### src/rtl/trig_qual_pkg.sv
package trig_qual_pkg;

    localparam int CODE_W = 2;
    localparam int CNT_W  = 4;

    typedef logic [CODE_W-1:0] dly_code_t;
    typedef logic [CNT_W-1:0]  hold_cnt_t;

    typedef struct packed {
        hold_cnt_t cnt;
    } hold_state_t;

    // Code 0 means no window; code k (k>0) means 2**k edges.
    function automatic hold_cnt_t code_to_target(input dly_code_t code);
        hold_cnt_t one;
        one = '0;
        one[0] = 1'b1;
        if (code == '0) return '0;
        return hold_cnt_t'(one << code);
    endfunction

endpackage

### src/rtl/trig_src_sel.sv
module trig_src_sel (
    input  logic match_lo_i,
    input  logic match_hi_i,
    input  logic ext_trig_i,
    input  logic src_ext_i,
    input  logic ext_inv_i,
    output logic raw_trig_o
);

    logic int_match;
    logic eff_inv;
    logic picked;

    always_comb begin
        int_match  = match_lo_i & match_hi_i;
        // Inversion only applies to the external pin.
        eff_inv    = src_ext_i & ext_inv_i;
        picked     = src_ext_i ? ext_trig_i : int_match;
        raw_trig_o = picked ^ eff_inv;
    end

endmodule

### src/rtl/trig_hold_filter.sv
module trig_hold_filter
    import trig_qual_pkg::*;
(
    input  logic      clk,
    input  logic      rst_n,
    input  logic      trig_i,
    input  dly_code_t code_i,
    output logic      qual_o
);

    hold_state_t st_d, st_q;
    hold_cnt_t   tgt;
    logic        reached;

    always_comb begin
        tgt     = code_to_target(code_i);
        reached = (st_q.cnt >= tgt);
        st_d    = st_q;
        if (!trig_i) begin
            st_d.cnt = '0;
        end else if (!reached) begin
            st_d.cnt = st_q.cnt + 1'b1;
        end
        if (code_i == '0) begin
            qual_o = trig_i;
        end else begin
            qual_o = trig_i & reached;
        end
    end

    always_ff @(posedge clk) begin
        if (!rst_n) begin
            st_q <= '0;
        end else begin
            st_q <= st_d;
        end
    end

    // a low trigger at an edge leaves the count at zero
    p_clear_on_low_r6: assert property (@(posedge clk) disable iff (!rst_n)
        !trig_i |=> (st_q.cnt == '0));

    // below target with trigger high, count advances by one
    p_count_step_r5: assert property (@(posedge clk) disable iff (!rst_n)
        (trig_i && st_q.cnt < tgt) |=> (st_q.cnt == $past(st_q.cnt) + 1'b1));

    // at or past target with trigger high, count holds (no wrap)
    p_saturate_r7: assert property (@(posedge clk) disable iff (!rst_n)
        (trig_i && st_q.cnt >= tgt) |=> $stable(st_q.cnt));

endmodule

### src/rtl/trig_qualifier.sv
module trig_qualifier
    import trig_qual_pkg::*;
(
    input  logic              clk,
    input  logic              rst_n,
    input  logic              match_lo_i,
    input  logic              match_hi_i,
    input  logic              ext_trig_i,
    input  logic              src_ext_i,
    input  logic              ext_inv_i,
    input  logic [CODE_W-1:0] dly_code_i,
    output logic              qual_trig_o
);

    logic raw_trig;

    trig_src_sel u_sel (
        .match_lo_i (match_lo_i),
        .match_hi_i (match_hi_i),
        .ext_trig_i (ext_trig_i),
        .src_ext_i  (src_ext_i),
        .ext_inv_i  (ext_inv_i),
        .raw_trig_o (raw_trig)
    );

    trig_hold_filter u_hold (
        .clk    (clk),
        .rst_n  (rst_n),
        .trig_i (raw_trig),
        .code_i (dly_code_i),
        .qual_o (qual_trig_o)
    );

    // output never asserted without the selected raw trigger
    p_out_needs_raw_r8: assert property (@(posedge clk) disable iff (!rst_n)
        qual_trig_o |-> raw_trig);

    // internal source with no window follows the two match flags only
    p_int_ignores_inv_r3: assert property (@(posedge clk) disable iff (!rst_n)
        (!src_ext_i && dly_code_i == '0) |-> (qual_trig_o == (match_lo_i & match_hi_i)));

    // external source with no window follows pin xor inversion
    p_ext_polarity_r2: assert property (@(posedge clk) disable iff (!rst_n)
        (src_ext_i && dly_code_i == '0) |-> (qual_trig_o == (ext_trig_i ^ ext_inv_i)));

endmodule

### config.mk
export PLATFORM = sky130hd
export DESIGN_NAME = trig_qualifier
export DESIGN_NICKNAME = d
export VERILOG_FILES = /design/src/rtl/trig_qual_pkg.sv /design/src/rtl/trig_src_sel.sv /design/src/rtl/trig_hold_filter.sv /design/src/rtl/trig_qualifier.sv
export SDC_FILE = /design/constraint.sdc
export NUM_CORES = 1
export LEC_CHECK = 0
export ABC_CLOCK_PERIOD_IN_PS = 1700
export CELL_PAD_IN_SITES_DETAIL_PLACEMENT = 1
export CELL_PAD_IN_SITES_GLOBAL_PLACEMENT = 2
export CORE_UTILIZATION = 22
export CTS_CLUSTER_DIAMETER = 60
export DETAILED_ROUTE_END_ITERATION = 16
export GPL_TIMING_DRIVEN = 0
export PLACE_DENSITY_LB_ADDON = 0.2
export SYNTH_ARGS = -nofsm -noshare
export SYNTH_HDL_FRONTEND = slang
export SYNTH_SLANG_ARGS = --single-unit
### constraint.sdc
create_clock -name clk -period 1.7 [get_ports clk]
set_input_delay 0.34 -clock clk [delete_from_list [all_inputs] [get_ports clk]]
set_output_delay 0.34 -clock clk [all_outputs]
set_load 0.005 [all_outputs]
==> reports/metrics.csv <==
stage;metric;value;unit
cts;H-tree depth;1;
detailed_routing;Post-Route WL;811;µm
cells_and_area;Fillers;146;
global_route;largest net degree at the start of global routing;9;
cts;Clock Pin Slew Worst Setup and Hold Paths;0.04;ns
run_status;status;complete, no violations;
job;Max Cap Violations;0;
placed_design;dpl cell area;412;µm²
cells_and_area;final non-filler cell total;69;
floorplan;Initial Util;0.236;
critical_path;CP endpoint kind;primary output;
critical_path;slowest stage delay, CP;0.28;ns
cells_and_area;Reg with most FFs;u_hold.st_q;
power;Sw Ratio;0.246;
critical_path;startpoint types;primary input;
sta;Final min period;1.70;ns
detailed_routing;via/cell ratio;4.67;
power;Sequential Power Share;0.330;
yosys;register area share after synthesis;0.264;
cts;Root Buffer;clkbuf_4;
global_route;initial antenna violation count;0;
global_route;first-pass GRT wire length;1320;µm
yosys;mapped cell area;303;µm²
min_path;worst hold path class;register to register;
detailed_routing;routed via count;322;
placed_design;Post-DP HPWL;631;µm
floorplan;row count;13;
global_route;GR met2 Demand/Resource;0.208;
sta;Slew Limit Fails;0;
critical_path;Worst EP arrival;1.36;ns
yosys;Synth warnings;0;
critical_path;CP Cell Sequence;buf_4 > nor2b_4 > ha_4 > nand2b_4 > a21oi_4 > o31a_1 > buf_2;
cells_and_area;Largest regs;u_hold.st_q x4;
sta;slew margin rel.;0.872;
yosys;Mapped Cells;37;
sta;setup TNS;0;ns
cells_and_area;layout cell share with drive strength beyond 1;0.463;
detailed_routing;1st-pass router iterations;2;
global_route;global-route usage over all layers;0.136;
yosys;syn_nets;50;
detailed_routing;DRC;0;
detailed_routing;drt initial violations;1;
power;combinational share of power;0.269;
power;leakage power;0.000219;µW
yosys;Avg Cell Area, Syn;8.18;µm²
cells_and_area;commonest cells after routing, fill and taps aside;buf_4 (6), clkdlybuf4s50_1 (6), o21ai_0 (4), a21oi_1 (4);
placed_design;dpl cells;61;
yosys;Synth cell types;18;
global_route;number of global-route vias before repair;319;
yosys;Seq cells post-synth;4;
global_route;grt total ovfl;0;
cells_and_area;Largest register FFs;4;
critical_path;Top delay family on crit path;compound AO/OA/AOI/OAI gates;
sta;Final period util;0.999;
floorplan;Die Y;39.1;µm
sta;Max Freq;589;MHz
cts;clock latency at the later pin of the worst-skew pair;0.24;ns
cells_and_area;Area Growth Syn to Fin;78.9;%
power;Clk pwr share;0.401;
critical_path;highest-delay cell along the critical path;o31a_1;
critical_path;crit path kind;primary input to primary output;
floorplan;die area;0.00153;mm²
global_route;met3 usage in global routing;0.0867;
detailed_routing;Avg WL per Cell;11.8;µm
cts;CTS Buf Count;3;
global_route;GR peak layer;met2;
power;PD cells;541;mW/mm²
cells_and_area;Core Util, Final;0.422;
cells_and_area;post-layout net count;69;
sta;clk_skew;0.00626;ns
placed_design;I/O Buffers;9;
sta;RSZ-0062 raised after global routing;true;
power;peak supply drop;0.417;mV
critical_path;Worst Path Required;1.36;ns
critical_path;CP max FO;4;
sta;final setup violation count;0;
detailed_routing;Final ANT Viol Nets;0;
cells_and_area;antenna cell count;0;
sta;Final Hold Vio Count;0;
cts;CTS tree;done;
placed_design;routability congestion estimate from global placement;0.760;
power;switching power;72.0;µW
floorplan;Core Area;0.00128;mm²
floorplan;Boundary Pins;10;
cts;clock net sink count;4;
cts;Hold-fix buffers, CTS;0;
sta;worst-margin pin slew;0.187;ns
critical_path;Crit path buffers/inverters;2;
cts;Longest Clk Path Bufs;2;
power;Int Power;221;µW
global_route;GR Util met1;0.158;
floorplan;die span in x;39.1;µm
power;Power, Total;293;µW
cells_and_area;post-route cell area;542;µm²
[what timing repair did]
item / in CTS / in global routing
gates cloned: 0 / 0
hold endpoints to repair: 0 / 0
pin swaps: 6 / 0
setup buffers: 5 / 0
resized for setup: 27 / 2
endpoints found under the setup margin: 5 / 1
[power by group through the flow]
stage | clock (µW) | sequential (µW) | combinational (µW)
6_report | 118 | 96.7 | 78.7
5_1_grt | 135 | 96.8 | 85.3
4_1_cts | 127 | 98.2 | 78.4
3_5_place_dp | 0 | 99.7 | 59.1
3_3_place_gp | 0 | 99.5 | 56.6
2_1_floorplan | 0 | 98.9 | 28.4
[logic make-up (layout without fill, tap and decap cells)]
family          count (synthesis)  count (layout)  share of synthesized area
compound gates                 12              12                      0.244
xor+xnor                        1               1                     0.0289
fa+ha+maj                       4               4                      0.165
buf+inv                         1              18                     0.0124
flops                           4               4                      0.264
mux                             1               1                     0.0331
simple gates                   14              14                      0.252
[worst min-delay path, cell delays in order (launching register included)]
cell     delay (ns)
dfxtp_4        0.35
o21ai_0        0.08
a21oi_1        0.06
[layer usage]
metal | part of all wire | up-vias
li1 | - | 168
met1 | 0.49 | 144
met2 | 0.46 | 10
met3 | 0.048 | 0
met4 | 0 | 0
met5 | 0 | -
[final timing paths]
| check | from | endpoint | slack [ns] | cells after the start |
|---|---|---|---|---|
| max | dly_code_i[0] | qual_trig_o | 0.002 | 7 |
| min | u_hold.st_q[2] | u_hold.st_q[2] | 0.53 | 2 |
| max reg2reg | u_hold.st_q[3] | u_hold.st_q[3] | 0.17 | 6 |
| min reg2reg | u_hold.st_q[2] | u_hold.st_q[2] | 0.53 | 2 |
[synth_stat cells]
cell      n  area (µm²)
dfxtp_1   4        80.1
nand2b_2  1        8.76
o31a_1    1        8.76
nor2b_1   1        6.26
xnor2_1   1        8.76
nand4_1   1        6.26
a21oi_2   2        17.5
inv_1     1        3.75
a21oi_1   4        20.0
nand2b_1  1        6.26
a21o_1    1        7.51
nand3b_1  1        7.51
or3_1     3        18.8
o21ai_0   4        20.0
nor2_1    1        3.75
ha_1      4        50.1
nand2_1   5        18.8
mux2i_1   1        10.0
[final cells by class]
cell class	instances	area [µm²]	area share
inverter	1	3.75	0.00693
sequential	4	86.3	0.159
tap	15	18.8	0.0346
timing repair buffer	14	121	0.224
multi-input combinational	32	289	0.533
clock buffer	3	22.5	0.0416
[metrics by stage]
stage / worst slack (ns) / hold WS, ns
4_1_cts: -0.00187 / 0.534
5_1_grt: -0.0390 / 0.563
6_report: 0.00169 / 0.535
2_1_floorplan: 0.169 / 0.462
3_3_place_gp: -0.900 / 0.486
3_5_place_dp: -0.950 / 0.500
No activity file was read; power rests on OpenSTA's default activity.
